**config.mk**
```make
export PLATFORM = sky130hd
export DESIGN_NAME = cart_bank_ctrl
export DESIGN_NICKNAME = d
export VERILOG_FILES = /design/src/rtl/cbc_pkg.sv /design/src/rtl/cbc_wr_decode.sv /design/src/rtl/cbc_bank_regs.sv /design/src/rtl/cbc_addr_map.sv /design/src/rtl/cart_bank_ctrl.sv
export SDC_FILE = /design/constraint.sdc
export NUM_CORES = 1
export LEC_CHECK = 0
export ABC_AREA = 1
export BUFFER_PORTS_ARGS = -buffer_cell sky130_fd_sc_hd__buf_4
export CAP_MARGIN = 30
export CORE_UTILIZATION = 43
export DETAILED_ROUTE_END_ITERATION = 7
export GPL_TIMING_DRIVEN = 1
export PLACE_DENSITY = 0.77
export SETUP_SLACK_MARGIN = 0.1
export SLEW_MARGIN = 40
export SYNTH_ARGS = -nofsm -noshare
export SYNTH_HDL_FRONTEND = slang
export SYNTH_SLANG_ARGS = --single-unit
```
**constraint.sdc**
```tcl
create_clock -name clk -period 1.1 [get_ports clk]
set_clock_uncertainty 0.2 [all_clocks]
set_input_delay 0.055 -clock clk [delete_from_list [all_inputs] [get_ports clk]]
set_output_delay 0.055 -clock clk [all_outputs]
set_load 0.05 [all_outputs]
```
**src/rtl/cbc_pkg.sv**
```systemverilog
package cbc_pkg;

  // kind of control write seen on the bus in one cycle
  typedef enum logic [2:0] {
    WR_NONE     = 3'd0,
    WR_RAM_EN   = 3'd1,
    WR_ROM_LO   = 3'd2,
    WR_ROM_HI   = 3'd3,
    WR_RAM_BANK = 3'd4
  } wr_kind_e;

  // the only byte value that opens external RAM
  localparam logic [7:0] RAM_EN_KEY = 8'h0A;

endpackage

```
**src/rtl/cbc_wr_decode.sv**
```systemverilog
module cbc_wr_decode
  import cbc_pkg::*;
(
  input  logic [3:0] addr_top,   // CPU address bits 15..12
  input  logic       wr,
  output wr_kind_e   kind
);

  // map the top nibble of a write address to a register target
  function automatic wr_kind_e decode_kind(input logic [3:0] top);
    unique casez (top)
      4'b000?: decode_kind = WR_RAM_EN;    // $0000-$1FFF
      4'b0010: decode_kind = WR_ROM_LO;    // $2000-$2FFF
      4'b0011: decode_kind = WR_ROM_HI;    // $3000-$3FFF
      4'b010?: decode_kind = WR_RAM_BANK;  // $4000-$5FFF
      default: decode_kind = WR_NONE;      // $6000-$FFFF
    endcase
  endfunction

  assign kind = wr ? decode_kind(addr_top) : WR_NONE;

endmodule

```
**src/rtl/cbc_bank_regs.sv**
```systemverilog
module cbc_bank_regs
  import cbc_pkg::*;
#(
  parameter int DATA_W = 8,
  parameter int ROM_W  = 9,
  parameter int RAM_W  = 4
) (
  input  logic              clk,
  input  logic              rst_n,
  input  wr_kind_e          kind,
  input  logic [DATA_W-1:0] data,
  output logic [ROM_W-1:0]  rom_bank,
  output logic [RAM_W-1:0]  ram_bank,
  output logic              ram_en
);

  localparam int HI_W = ROM_W - DATA_W;
  localparam logic [ROM_W-1:0] ROM_RST = ROM_W'(1);

  logic [DATA_W-1:0] rom_lo_q;
  logic [HI_W-1:0]   rom_hi_q;

  // event wires for the assertions
  logic ev_rom_lo, ev_rom_hi, ev_ram_bank, ev_ram_en, ev_idle;
  assign ev_rom_lo   = (kind == WR_ROM_LO);
  assign ev_rom_hi   = (kind == WR_ROM_HI);
  assign ev_ram_bank = (kind == WR_RAM_BANK);
  assign ev_ram_en   = (kind == WR_RAM_EN);
  assign ev_idle     = (kind == WR_NONE);

  function automatic logic key_match(input logic [DATA_W-1:0] d);
    key_match = (d == DATA_W'(RAM_EN_KEY));
  endfunction

  always_ff @(posedge clk or negedge rst_n) begin
    if (!rst_n) begin
      rom_lo_q <= ROM_RST[DATA_W-1:0];
      rom_hi_q <= ROM_RST[ROM_W-1:DATA_W];
      ram_bank <= '0;
      ram_en   <= 1'b0;
    end else begin
      if (ev_rom_lo)   rom_lo_q <= data;
      if (ev_rom_hi)   rom_hi_q <= data[HI_W-1:0];
      if (ev_ram_bank) ram_bank <= data[RAM_W-1:0];
      if (ev_ram_en)   ram_en   <= key_match(data);
    end
  end

  assign rom_bank = {rom_hi_q, rom_lo_q};

  a_r3_low_byte_load: assert property (@(posedge clk) disable iff (!rst_n)
    ev_rom_lo |=> (rom_bank[DATA_W-1:0] == $past(data)) &&
                  (rom_bank[ROM_W-1:DATA_W] == $past(rom_bank[ROM_W-1:DATA_W])));

  a_r4_high_bit_load: assert property (@(posedge clk) disable iff (!rst_n)
    ev_rom_hi |=> (rom_bank[ROM_W-1:DATA_W] == $past(data[HI_W-1:0])) &&
                  (rom_bank[DATA_W-1:0] == $past(rom_bank[DATA_W-1:0])));

  a_r2_exact_key: assert property (@(posedge clk) disable iff (!rst_n)
    ev_ram_en |=> (ram_en == ($past(data) == DATA_W'(8'h0A))));

  a_r6_ram_bank_load: assert property (@(posedge clk) disable iff (!rst_n)
    ev_ram_bank |=> (ram_bank == $past(data[RAM_W-1:0])));

  a_r10_idle_hold: assert property (@(posedge clk) disable iff (!rst_n)
    ev_idle |=> $stable(rom_bank) && $stable(ram_bank) && $stable(ram_en));

endmodule

```
**src/rtl/cbc_addr_map.sv**
```systemverilog
module cbc_addr_map #(
  parameter int  ROM_W     = 9,
  parameter int  RAM_W     = 4,
  parameter bit  RUMBLE    = 1'b1,
  parameter int  MOTOR_BIT = 3
) (
  input  logic [2:0]       addr_top,   // CPU address bits 15..13
  input  logic [ROM_W-1:0] rom_bank,
  input  logic [RAM_W-1:0] ram_bank,
  input  logic             ram_en,
  output logic [ROM_W-1:0] rom_hi,
  output logic [RAM_W-1:0] ram_hi,
  output logic             ram_cs,
  output logic             motor
);

  // upper program window is $4000-$7FFF: bits 15..14 == 01
  function automatic logic [ROM_W-1:0] window_bank(input logic [2:0] top,
                                                   input logic [ROM_W-1:0] bank);
    window_bank = (top[2:1] == 2'b01) ? bank : '0;
  endfunction

  // external RAM window is $A000-$BFFF: bits 15..13 == 101
  function automatic logic in_ram_window(input logic [2:0] top);
    in_ram_window = (top == 3'b101);
  endfunction

  assign rom_hi = window_bank(addr_top, rom_bank);
  assign ram_cs = ram_en && in_ram_window(addr_top);

  generate
    if (RUMBLE) begin : g_rumble
      localparam logic [RAM_W-1:0] MOTOR_MASK = RAM_W'(1) << MOTOR_BIT;
      assign ram_hi = ram_bank & ~MOTOR_MASK;
      assign motor  = ram_bank[MOTOR_BIT];
    end else begin : g_plain
      assign ram_hi = ram_bank;
      assign motor  = 1'b0;
    end
  endgenerate

endmodule

```
**src/rtl/cart_bank_ctrl.sv**
```systemverilog
module cart_bank_ctrl
  import cbc_pkg::*;
#(
  parameter int ADDR_W    = 16,
  parameter int DATA_W    = 8,
  parameter int ROM_W     = 9,
  parameter int RAM_W     = 4,
  parameter bit RUMBLE    = 1'b1,
  parameter int MOTOR_BIT = 3
) (
  input  logic              clk,
  input  logic              rst_n,
  input  logic [ADDR_W-1:0] cpu_addr,
  input  logic [DATA_W-1:0] cpu_data,
  input  logic              cpu_wr,
  output logic [ROM_W-1:0]  rom_hi_addr,
  output logic [RAM_W-1:0]  ram_hi_addr,
  output logic              ram_cs,
  output logic              motor_on
);

  wr_kind_e         wr_kind;
  logic [ROM_W-1:0] rom_bank;
  logic [RAM_W-1:0] ram_bank;
  logic             ram_en;

  // only the top address bits take part in decoding
  logic unused_addr_lo;
  assign unused_addr_lo = ^cpu_addr[ADDR_W-5:0];

  cbc_wr_decode u_decode (
    .addr_top (cpu_addr[ADDR_W-1 -: 4]),
    .wr       (cpu_wr),
    .kind     (wr_kind)
  );

  cbc_bank_regs #(
    .DATA_W (DATA_W),
    .ROM_W  (ROM_W),
    .RAM_W  (RAM_W)
  ) u_regs (
    .clk      (clk),
    .rst_n    (rst_n),
    .kind     (wr_kind),
    .data     (cpu_data),
    .rom_bank (rom_bank),
    .ram_bank (ram_bank),
    .ram_en   (ram_en)
  );

  cbc_addr_map #(
    .ROM_W     (ROM_W),
    .RAM_W     (RAM_W),
    .RUMBLE    (RUMBLE),
    .MOTOR_BIT (MOTOR_BIT)
  ) u_map (
    .addr_top (cpu_addr[ADDR_W-1 -: 3]),
    .rom_bank (rom_bank),
    .ram_bank (ram_bank),
    .ram_en   (ram_en),
    .rom_hi   (rom_hi_addr),
    .ram_hi   (ram_hi_addr),
    .ram_cs   (ram_cs),
    .motor    (motor_on)
  );

  a_r5_fixed_low_window: assert property (@(posedge clk) disable iff (!rst_n)
    (cpu_addr[ADDR_W-1 -: 2] == 2'b00) |-> (rom_hi_addr == '0));

  a_r8_cs_window: assert property (@(posedge clk) disable iff (!rst_n)
    ram_cs |-> (ram_en && (cpu_addr[ADDR_W-1 -: 3] == 3'b101)));

  a_r9_upper_writes_ignored: assert property (@(posedge clk) disable iff (!rst_n)
    (cpu_wr && cpu_addr[ADDR_W-1]) |-> (wr_kind == WR_NONE));

  a_r7_motor_from_bank_write: assert property (@(posedge clk) disable iff (!rst_n)
    $rose(motor_on) |-> $past(wr_kind == WR_RAM_BANK));

endmodule

```
==> results of run 1 <==
==> power by group <==
part	switching (mW)	internal [mW]	total [mW]
clock network	0.184	0.201	0.385
registers	0.0618	0.620	0.682
logic	0.405	0.290	0.695
==> repair_timing <==
action                                 4_1_cts  5_1_grt
setup endpoints to repair                   14       20
buffers inserted                             2        5
pin swaps                                    3        4
gates resized for setup                     15        5
endpoints found under the hold margin       28       25
hold buffers                                11        7
==> metal layers <==
| layer | GRT usage | wire [um] | up-vias | share of wire |
|---|---|---|---|---|
| met5 | 0 | 0 | - | 0 |
| met1 | 0.359 | 929 | 414 | 0.40 |
| li1 | - | - | 423 | - |
| met2 | 0.447 | 1200 | 34 | 0.52 |
| met3 | 0.0367 | 107 | 6 | 0.046 |
| met4 | 0.158 | 60 | 0 | 0.026 |
==> cell families (layout without fill, tap and decap cells) <==
family,after synthesis,count (layout),share of synthesized area
AOI/OAI and AO/OA,1,1,0.00645
buffers and inverters,23,74,0.116
DFF,14,14,0.453
other,1,1,0.00483
and+or+nand+nor,68,68,0.419
==> registers in the layout, summed over array words and instances, names as in the netlist <==
register and flops:
u_regs.ram_en 1, u_regs.ram_bank 4, u_regs.rom_hi_q 1, u_regs.rom_lo_q 8
==> per-stage QoR <==
step                TNS (ps)  hold WS (ps)
CTS                    -1420          -112
detailed placement      -161          -285
global placement       -40.4          -286
floorplan                  0          -441
finish                 -1440          -111
global route           -2010          -104
==> layout by cell type, fill, tap and decap left out <==
cell type | netlist | final
buf_6 | 0 | 14
inv_2 | 2 | 6
conb_1 | 1 | 1
clkinv_1 | 1 | 1
dfrtp_1 | 13 | 9
nand2_2 | 2 | 2
inv_1 | 19 | 15
nand4_1 | 4 | 4
nor2_2 | 1 | 9
clkbuf_4 | 0 | 3
nand3_4 | 1 | 1
clkbuf_8 | 0 | 1
dlygate4sd3_1 | 0 | 10
nor2_4 | 1 | 3
dlymetal6s4s_1 | 0 | 1
nor2_1 | 13 | 3
buf_4 | 1 | 22
nor2_8 | 1 | 1
buf_8 | 0 | 1
nand2_1 | 33 | 33
o21ai_0 | 1 | 1
dfstp_2 | 1 | 1
dfrtp_2 | 0 | 4
nand3_1 | 12 | 12
==> synthesized netlist by cell type, types with 2 or more instances <==
library cell and count:
dfrtp_1 13, nand4_1 4, inv_1 19, nand3_1 12, nor2_1 13, inv_2 2
nand2_1 33, nand2_2 2
==> worst max-delay path: cells and delay by family, from the launching register on <==
kind	cells	cell delay, ps
AND/OR/NAND/NOR	1	80
flip-flops	1	550
buffers and inverters	2	190
==> final cells by class <==
cell class | instances | share of cell area
Timing Repair Buffer | 48 | 0.340
Multi-Input combinational cell | 70 | 0.279
Tap cell | 24 | 0.0227
Clock buffer | 4 | 0.0274
Inverter | 22 | 0.0623
Sequential cell | 14 | 0.269
==> worst min path at each step <==
stage,from,to,slack [ps]
floorplan,rst_n,u_regs.ram_bank[0]$_DFFE_PN0N_,-440
global placement,rst_n,u_regs.ram_en$_DFFE_PN0N_,-290
detailed placement,rst_n,u_regs.ram_bank[0]$_DFFE_PN0N_,-290
CTS,cpu_addr[15],u_regs.ram_bank[3]$_DFFE_PN0N_,-110
global route,cpu_addr[15],u_regs.ram_bank[3]$_DFFE_PN0N_,-100
finish,cpu_addr[15],u_regs.ram_bank[0]$_DFFE_PN0N_,-110
==> impl_metrics.toml, run 1 <==
[global_routing]
grt_pass1_wl_um = 3840
antenna_found_initial = 0
grt_usage = 0.278
grt_max_degree = 15
grt_pass1_vias = 861
overflow = 0

[status]
violations = "negative hold slack, negative setup slack"
status = "finished with violations"

[sta]
clock.fmax_mhz = 739
slew_violations = 0
period_share = 1.23
rsz0062_at_grt = "true"
setup_violations = 15
finalHoldViolCount = 23
fin_ws_ps = -253
hold_ws_ps = -111
finalCriticalPeriod_ps = 1350

[clock_network]
clock_latency_ps = 280
cts_max_level = 1
path_clk_slew_ps = 90
cts_buffers = 3
clockBufferDepth = 2
cts.sinks = 14
cts_root_buf = "clkbuf_4"
cts_tree = "done"

[logic_synthesis]
yosys_warnings = 0
synthTopCellsByArea = "dfrtp_1, nand2_1, inv_1"
syn_area_per_cell_sq_um = 7.25
syn_inst = 107
syn_area_sq_um = 776
syn_nets = 134
synthArstFlopShare = 1.00
synth_top_area_share = 0.419
synth-main-ff-cell = "dfrtp_1"
netlist.top_cell.by_area = "dfrtp_1"
synth_edf_count = 0
synth.distinct_cells = 17
seq_area_frac_synth = 0.453
synth-seq-cells = 14

[setup_path]
setup.worst_path.end_class = "output port"
crit_path_top_delay_cell = "dfstp_2"
worst_r2r_path_depth = 3
r2r_end = "u_regs.ram_bank[2]$_DFFE_PN0N_"
arrival_ps = 1100
crit-reg2reg-launch = "u_regs.ram_bank[2]$_DFFE_PN0N_"
cp-start-kind = "flop"
path_class = "reg -> out"
crit_end = "rom_hi_addr[0]"
slowest_delay_ps = 550
ff2ff_setup_slack_ps = 120
cp_max_fo = 2
cp.required_ps = 840
crit_chain = "inv_2, nor2_4, buf_8"
startpoint = "u_regs.rom_lo_q[0]$_DFFE_PN1N_"

[final_layout]
regArea_sq_um = 357
utilization = 0.831
post-route-cell-area_sq_mm = 0.00133
final_nets = 186
nFillCells = 96
stdcell_count = 182
layout-drive-gt1-share = 0.430
antennaDiodeCount = 0
syn2layout_area_growth_pct = 70.8
multi_input_area_sq_um = 369

[place]
post_dp_cell_area_sq_mm = 0.00106
place_congestion = 0.786
dp_slack_ps = -33.4
io_buffers = 28
dp_cells = 160
dp_hpwl_um = 1350

[route]
drt_iter0_markers = 20
vias = 877
drt-pass1-iter-count = 4
wire_per_inst_um = 12.6
wl_um = 2300
viasPerCell = 4.82
detail-route-antenna-nets = 0
drc_errors = 0

[die]
fp-row-count = 14
ioPinCount = 42
die-area_sq_mm = 0.00198
die_w_um = 44.5
die_height_um = 44.5
core_area_sq_mm = 0.00159
initial_core_util = 0.487

[job]
maxCapViolations = 0

[worst_hold_path]
hp-class = "in -> reg"
hold_depth = 4

[power]
p_per_area_mw_per_mm2 = 1330
max-vdd-ir-drop_mv = 0.886
power.leakage_nw = 0.717
power.total_mw = 1.76
Note: power is estimated with default switching activity, not from simulation.
==> run 2, diff against run 1 <==
--- a/config.mk
+++ b/config.mk
@@ -6,12 +6,12 @@
 export NUM_CORES = 1
 export LEC_CHECK = 0
 export ABC_AREA = 1
-export BUFFER_PORTS_ARGS = -buffer_cell sky130_fd_sc_hd__buf_4
 export CAP_MARGIN = 30
-export CORE_UTILIZATION = 43
+export CORE_UTILIZATION = 59
 export DETAILED_ROUTE_END_ITERATION = 7
-export GPL_TIMING_DRIVEN = 1
-export PLACE_DENSITY = 0.77
+export DONT_BUFFER_PORTS = 1
+export GPL_TIMING_DRIVEN = 0
+export PLACE_DENSITY = 0.75
 export SETUP_SLACK_MARGIN = 0.1
 export SLEW_MARGIN = 40
 export SYNTH_ARGS = -nofsm -noshare
==> run 2 against run 1 <==
Net effect: the flow still finishes with violations (negative hold slack, negative setup slack); final cell count is 22% lower; sequential share of layout area is 5.3 points higher; die area is 26% lower; global-route usage is 5.6 points higher; sequential power is 18% higher; register-to-register slack worse by 40 ps; clock power is 3% higher; first-iteration DRC count grew to 3.3 times the previous value; via count is 2.7% higher; routed wire length is 28% higher; final area is 16% lower; highest routed layer unchanged.
==> impl_metrics.toml, run 2 (synthesized netlist as in run 1, its figures left out) <==
[route]
drt-pass1-iter-count = 7
vias = 901
wl_met1_um = 979
viasPerCell = 6.35
detail-route-antenna-nets = 0
met2_length_um = 1370
wire_per_inst_um = 20.8
drc_errors = 0
highest_layer = "met4"
wl_met3_um = 370
wl_um = 2950
drt_iter0_markers = 65

[setup_path]
crit_path_top_delay_cell = "dfstp_2"
worst_r2r_path_depth = 2
crit-reg2reg-launch = "u_regs.ram_bank[1]$_DFFE_PN0N_"
cp.required_ps = 840
cpLargestDelayFamily = "flip-flops"
cp_max_fo = 2
r2r_end = "u_regs.ram_bank[1]$_DFFE_PN0N_"
ff2ff_setup_slack_ps = 80
arrival_ps = 1150
crit_chain = "inv_2, nor2_4"
crit_buf_inv = 1
setup.worst_path.end_class = "output port"
path_class = "reg -> out"
slowest_delay_ps = 550
cp-start-kind = "flop"

[global_routing]
overflow = 0
grt_pass1_vias = 743
grt_max_degree = 15
antenna_found_initial = 0
grt_pass1_wl_um = 3200
grt_usage = 0.334

[sta]
period_share = 1.28
setup_violations = 10
fin_setup_tns_ps = -1940
worstMarginPinSlew_ps = 667
slew_violations = 0
finalHoldViolCount = 27
clock.fmax_mhz = 711
finalCriticalPeriod_ps = 1410
hold_ws_ps = -354
rsz0062_at_grt = "true"
max-slew-margin-rel = 0.555
fin_ws_ps = -307

[power]
p_per_area_mw_per_mm2 = 1530
max-vdd-ir-drop_mv = 1.14
power.leakage_nw = 0.593

[final_layout]
regArea_sq_um = 357
final_nets = 156
antennaDiodeCount = 0
layout-drive-gt1-share = 0.391
largest_reg_flops = 8
max_flop_register = "u_regs.rom_lo_q"
final_common_cell = "nand2_1"
syn2layout_area_growth_pct = 42.9
layout_common_cells = "nand2_1, nand3_1, inv_2, nor2_4, inv_1"
nFillCells = 35
reg.largest.list = "u_regs.rom_lo_q: 8 flops, u_regs.ram_bank: 4 flops"
multi_input_area_sq_um = 424

[die]
initial_core_util = 0.662
die-area_sq_mm = 0.00146
die_height_um = 38.3
ioPinCount = 42
core_area_sq_mm = 0.00117
die_w_um = 38.3
fp-row-count = 12

[place]
dp_slack_ps = -48.0
place_congestion = 0.787
io_buffers = 0
dp_hpwl_um = 1180

[clock_network]
clockBufferDepth = 2
path_clk_slew_ps = 100
cts_tree = "done"
clock_latency_ps = 290
cts_max_level = 1
cts_buffers = 3
cts-hold-fix-buffers = 11
cts_root_buf = "clkbuf_4"
cts.sinks = 14

[status]
violations = "negative hold slack, negative setup slack"
status = "finished with violations"

[job]
maxCapViolations = 0

[worst_hold_path]
hp-class = "in -> async"
## run 2: through the flow
| stage | area [sq um] | instances | hold slack [ps] | utilization | total power [mW] |
|---|---|---|---|---|---|
| after global routing | 1110 | 142 | -305 | 0.947 | 1.75 |
| after detailed placement | 833 | 121 | -440 | 0.712 | 1.08 |
| final | 1110 | 142 | -354 | 0.947 | 1.70 |
| after floorplan | 816 | 107 | -441 | - | 1.04 |
| after global placement | 833 | 121 | -440 | 0.712 | 1.06 |
| after CTS | 1050 | 140 | -255 | 0.899 | 1.59 |
## run 2: what timing repair did
| item | CTS | global route |
|---|---|---|
| pin swaps | 10 | 5 |
| endpoints found under the hold margin | 28 | 27 |
| endpoints found under the setup margin | 14 | 32 |
| setup buffers | 4 | 2 |
| gates resized for setup | 17 | 12 |
## run 2: cell type report
cell class | count | area share
buffer | 1 | 0.00677
tap | 14 | 0.0158
inverter | 22 | 0.0779
clock buffer | 4 | 0.0327
sequential | 14 | 0.322
multi-input combinational | 70 | 0.383
timing repair buffer | 17 | 0.163
## run 2: worst max path at each step
stage / endpoint / slack (ps) / cells after the start / start
6_report: rom_hi_addr[0] / -310 / 2 / u_regs.rom_lo_q[0]$_DFFE_PN1N_
3_3_place_gp: rom_hi_addr[8] / -40 / 4 / cpu_addr[14]
5_1_grt: rom_hi_addr[0] / -330 / 2 / u_regs.rom_lo_q[0]$_DFFE_PN1N_
3_5_place_dp: rom_hi_addr[1] / -50 / 4 / cpu_addr[14]
2_1_floorplan: rom_hi_addr[1] / 30 / 4 / cpu_addr[14]
4_1_cts: rom_hi_addr[0] / -290 / 2 / u_regs.rom_lo_q[0]$_DFFE_PN1N_
## run 2: worst reg2reg max path, cell delays in order, from the launching register on
cell and delay, ps:
dfrtp_2 530, nand2_1 120, nand2_1 60
## run 2: power by group
group	switching (mW)	internal [mW]	leakage, nW
Combinational	0.339	0.160	0.401
Sequential	0.185	0.620	0.171
Clock	0.195	0.202	0.0210
## run 2: per-layer routing
| layer | global-route usage | vias up |
|---|---|---|
| met1 | 0.380 | 408 |
| met4 | 0.205 | 0 |
| met5 | 0 | - |
| li1 | - | 361 |
| met3 | 0.0930 | 27 |
| met2 | 0.547 | 105 |
==> run 3, diff against run 2 <==
--- a/config.mk
+++ b/config.mk
@@ -7,11 +7,12 @@
 export LEC_CHECK = 0
 export ABC_AREA = 1
 export CAP_MARGIN = 30
-export CORE_UTILIZATION = 59
+export CORE_AREA = 2 2 39 41
 export DETAILED_ROUTE_END_ITERATION = 7
+export DIE_AREA = 0 0 41 43
 export DONT_BUFFER_PORTS = 1
 export GPL_TIMING_DRIVEN = 0
-export PLACE_DENSITY = 0.75
+export PLACE_DENSITY = 0.74
 export SETUP_SLACK_MARGIN = 0.1
 export SLEW_MARGIN = 40
 export SYNTH_ARGS = -nofsm -noshare
==> constraint.sdc (replaced) <==
create_clock -name clk -period 1.62 [get_ports clk]
set_clock_uncertainty 0.2 [all_clocks]
set_input_delay 0.081 -clock clk [delete_from_list [all_inputs] [get_ports clk]]
set_output_delay 0.081 -clock clk [all_outputs]
set_load 0.05 [all_outputs]
==> run 3 against run 2 <==
Net effect: first-iteration DRC count shrank 46%; core utilization shrank 11 points; global-route usage grew 0.061 points; combinational power shrank 47%; clock-buffer cell count is the same; die area grew 20%; the flow now finishes without violations.
==> impl_metrics.toml, run 3 (synthesized netlist as in run 1, its figures left out) <==
[final_layout]
layout-drive-gt1-share = 0.171
syn2layout_area_growth_pct = 48.5
final_common_cell = "nand2_1"
antennaDiodeCount = 0
multi_input_area_sq_um = 364
regArea_sq_um = 352
final_nets = 168
stdcell_count = 156
post-route-cell-area_sq_mm = 0.00115
largest_reg_flops = 8
reg.largest.list = "u_regs.rom_lo_q: 8 flops, u_regs.ram_bank: 4 flops"
max_flop_register = "u_regs.rom_lo_q"
layout_common_cells = "nand2_1, dlygate4sd3_1, inv_1, dfrtp_1, nand3_1"
nFillCells = 84

[global_routing]
overflow = 0
grt_max_degree = 15
grt_usage = 0.334
antenna_found_initial = 0
grt_pass1_wl_um = 3890
grt_pass1_vias = 836

[power]
pwr-share-clk = 0.249
power_switching_mw = 0.418
p_per_area_mw_per_mm2 = 913
max-vdd-ir-drop_mv = 0.574
swShare = 0.397
combPwrFrac = 0.252
power.leakage_nw = 0.562
p_seq_frac = 0.499
internal_power_mw = 0.634

[worst_hold_path]
hp-class = "in -> reg"

[setup_path]
slowest_delay_ps = 460
cp-start-kind = "flop"
arrival_ps = 1210
crit_buf_inv = 1
setup.worst_path.end_class = "output port"
crit_chain = "inv_1, nor2_2"
cp_max_fo = 2
path_class = "reg -> out"
crit_path_top_delay_cell = "nor2_2"
cp.required_ps = 1340
cpLargestDelayFamily = "simple AND/OR/NAND/NOR gates"

[die]
ioPinCount = 42
initial_core_util = 0.561
core_area_sq_mm = 0.00138
die_height_um = 43
die_w_um = 41
fp-row-count = 14
die-area_sq_mm = 0.00176

[clock_network]
clock_latency_ps = 290
cts.sinks = 14
clockBufferDepth = 2
cts_max_level = 1
cts_tree = "done"
cts_buffers = 3
path_clk_slew_ps = 90
cts_root_buf = "clkbuf_4"
postCtsSetupRepairBufs = 0

[sta]
max-slew-margin-rel = 0.585
finalHoldViolCount = 0
finalCriticalPeriod_ps = 1490
worstMarginPinSlew_ps = 620
clock.fmax_mhz = 673
slew_violations = 0
rsz0062_at_grt = "false"
period_share = 0.918
setup_violations = 0
fin_setup_tns_ps = 0

[route]
drt_iter0_markers = 35
viasPerCell = 5.40
drt-pass1-iter-count = 4
wire_per_inst_um = 15.6
drc_errors = 0
vias = 843
wl_um = 2440
detail-route-antenna-nets = 0

[place]
dp_hpwl_um = 1160
place_congestion = 0.737
io_buffers = 0
dp_cells = 123
post_dp_cell_area_sq_um = 796

[status]
status = "complete, no violations"

[job]
maxCapViolations = 0
run 3: cell count changes in the layout (fill, tap and decap cells not counted), moves of 6 or more:
cell | before | now
dlygate4sd3_1 | 6 | 29
inv_1 | 10 | 19
inv_2 | 11 | 2
nand2_1 | 27 | 33
nand2_2 | 8 | 2
nor2_2 | 1 | 10
nor2_4 | 11 | 2
run 3: stage by stage:
step	setup slack [ps]	power, mW	util	hold WS (ps)
3_3_place_gp	123	0.701	0.575	-414
3_5_place_dp	121	0.713	0.575	-414
5_1_grt	106	1.10	0.833	59.3
4_1_cts	37.3	1.02	0.829	30.7
6_report	133	1.05	0.833	33.5
2_1_floorplan	143	0.682	-	-415
run 3: per-layer routing:
metal	track usage	wire [um]
met5	0	0
met4	0.200	99
met3	0.0838	139
met2	0.469	1220
met1	0.447	979
run 3: power by group through the flow:
| stage | Clock [mW] | Combinational (mW) | Sequential, mW |
|---|---|---|---|
| detailed placement | 0 | 0.184 | 0.529 |
| global route | 0.278 | 0.290 | 0.531 |
| CTS | 0.252 | 0.244 | 0.522 |
| floorplan | 0 | 0.164 | 0.518 |
| global placement | 0 | 0.176 | 0.524 |
| finish | 0.263 | 0.265 | 0.525 |
run 3: worst min-delay path: stages:
cell and delay, ps:
nand2_2 120, inv_1 110, nand3_1 80, nand2_1 50, nand2_1 50
run 3: cell type report:
class,instances,share of cell area
buffer,1,0.00651
clock buffer,4,0.0315
inverter,22,0.0717
multi-input combinational,70,0.316
sequential,14,0.305
tap,16,0.0174
timing repair buffer,29,0.252
run 3: what timing repair did:
action,in CTS,in global routing
endpoints found under the hold margin,28,3
hold buffers,29,1
cloned,0,0
endpoints found under the setup margin,10,2
resized for setup,10,1
run 3: worst paths after layout:
| check | from | slack (ps) | to | depth (start not counted) |
|---|---|---|---|---|
| worst min register to register | u_regs.rom_lo_q[5]$_DFFE_PN0N_ | 280 | u_regs.rom_lo_q[5]$_DFFE_PN0N_ | 2 |
| worst min-delay path | cpu_addr[13] | 30 | u_regs.rom_hi_q$_DFFE_PN0N_ | 5 |
| max in group asynchronous | rst_n | 780 | u_regs.rom_hi_q$_DFFE_PN0N_ | 1 |
| worst max register to register | u_regs.ram_bank[1]$_DFFE_PN0N_ | 450 | u_regs.ram_bank[1]$_DFFE_PN0N_ | 2 |
| worst max-delay path | u_regs.rom_hi_q$_DFFE_PN0N_ | 130 | rom_hi_addr[8] | 2 |
| min in group asynchronous | rst_n | 40 | u_regs.ram_en$_DFFE_PN0N_ | 1 |
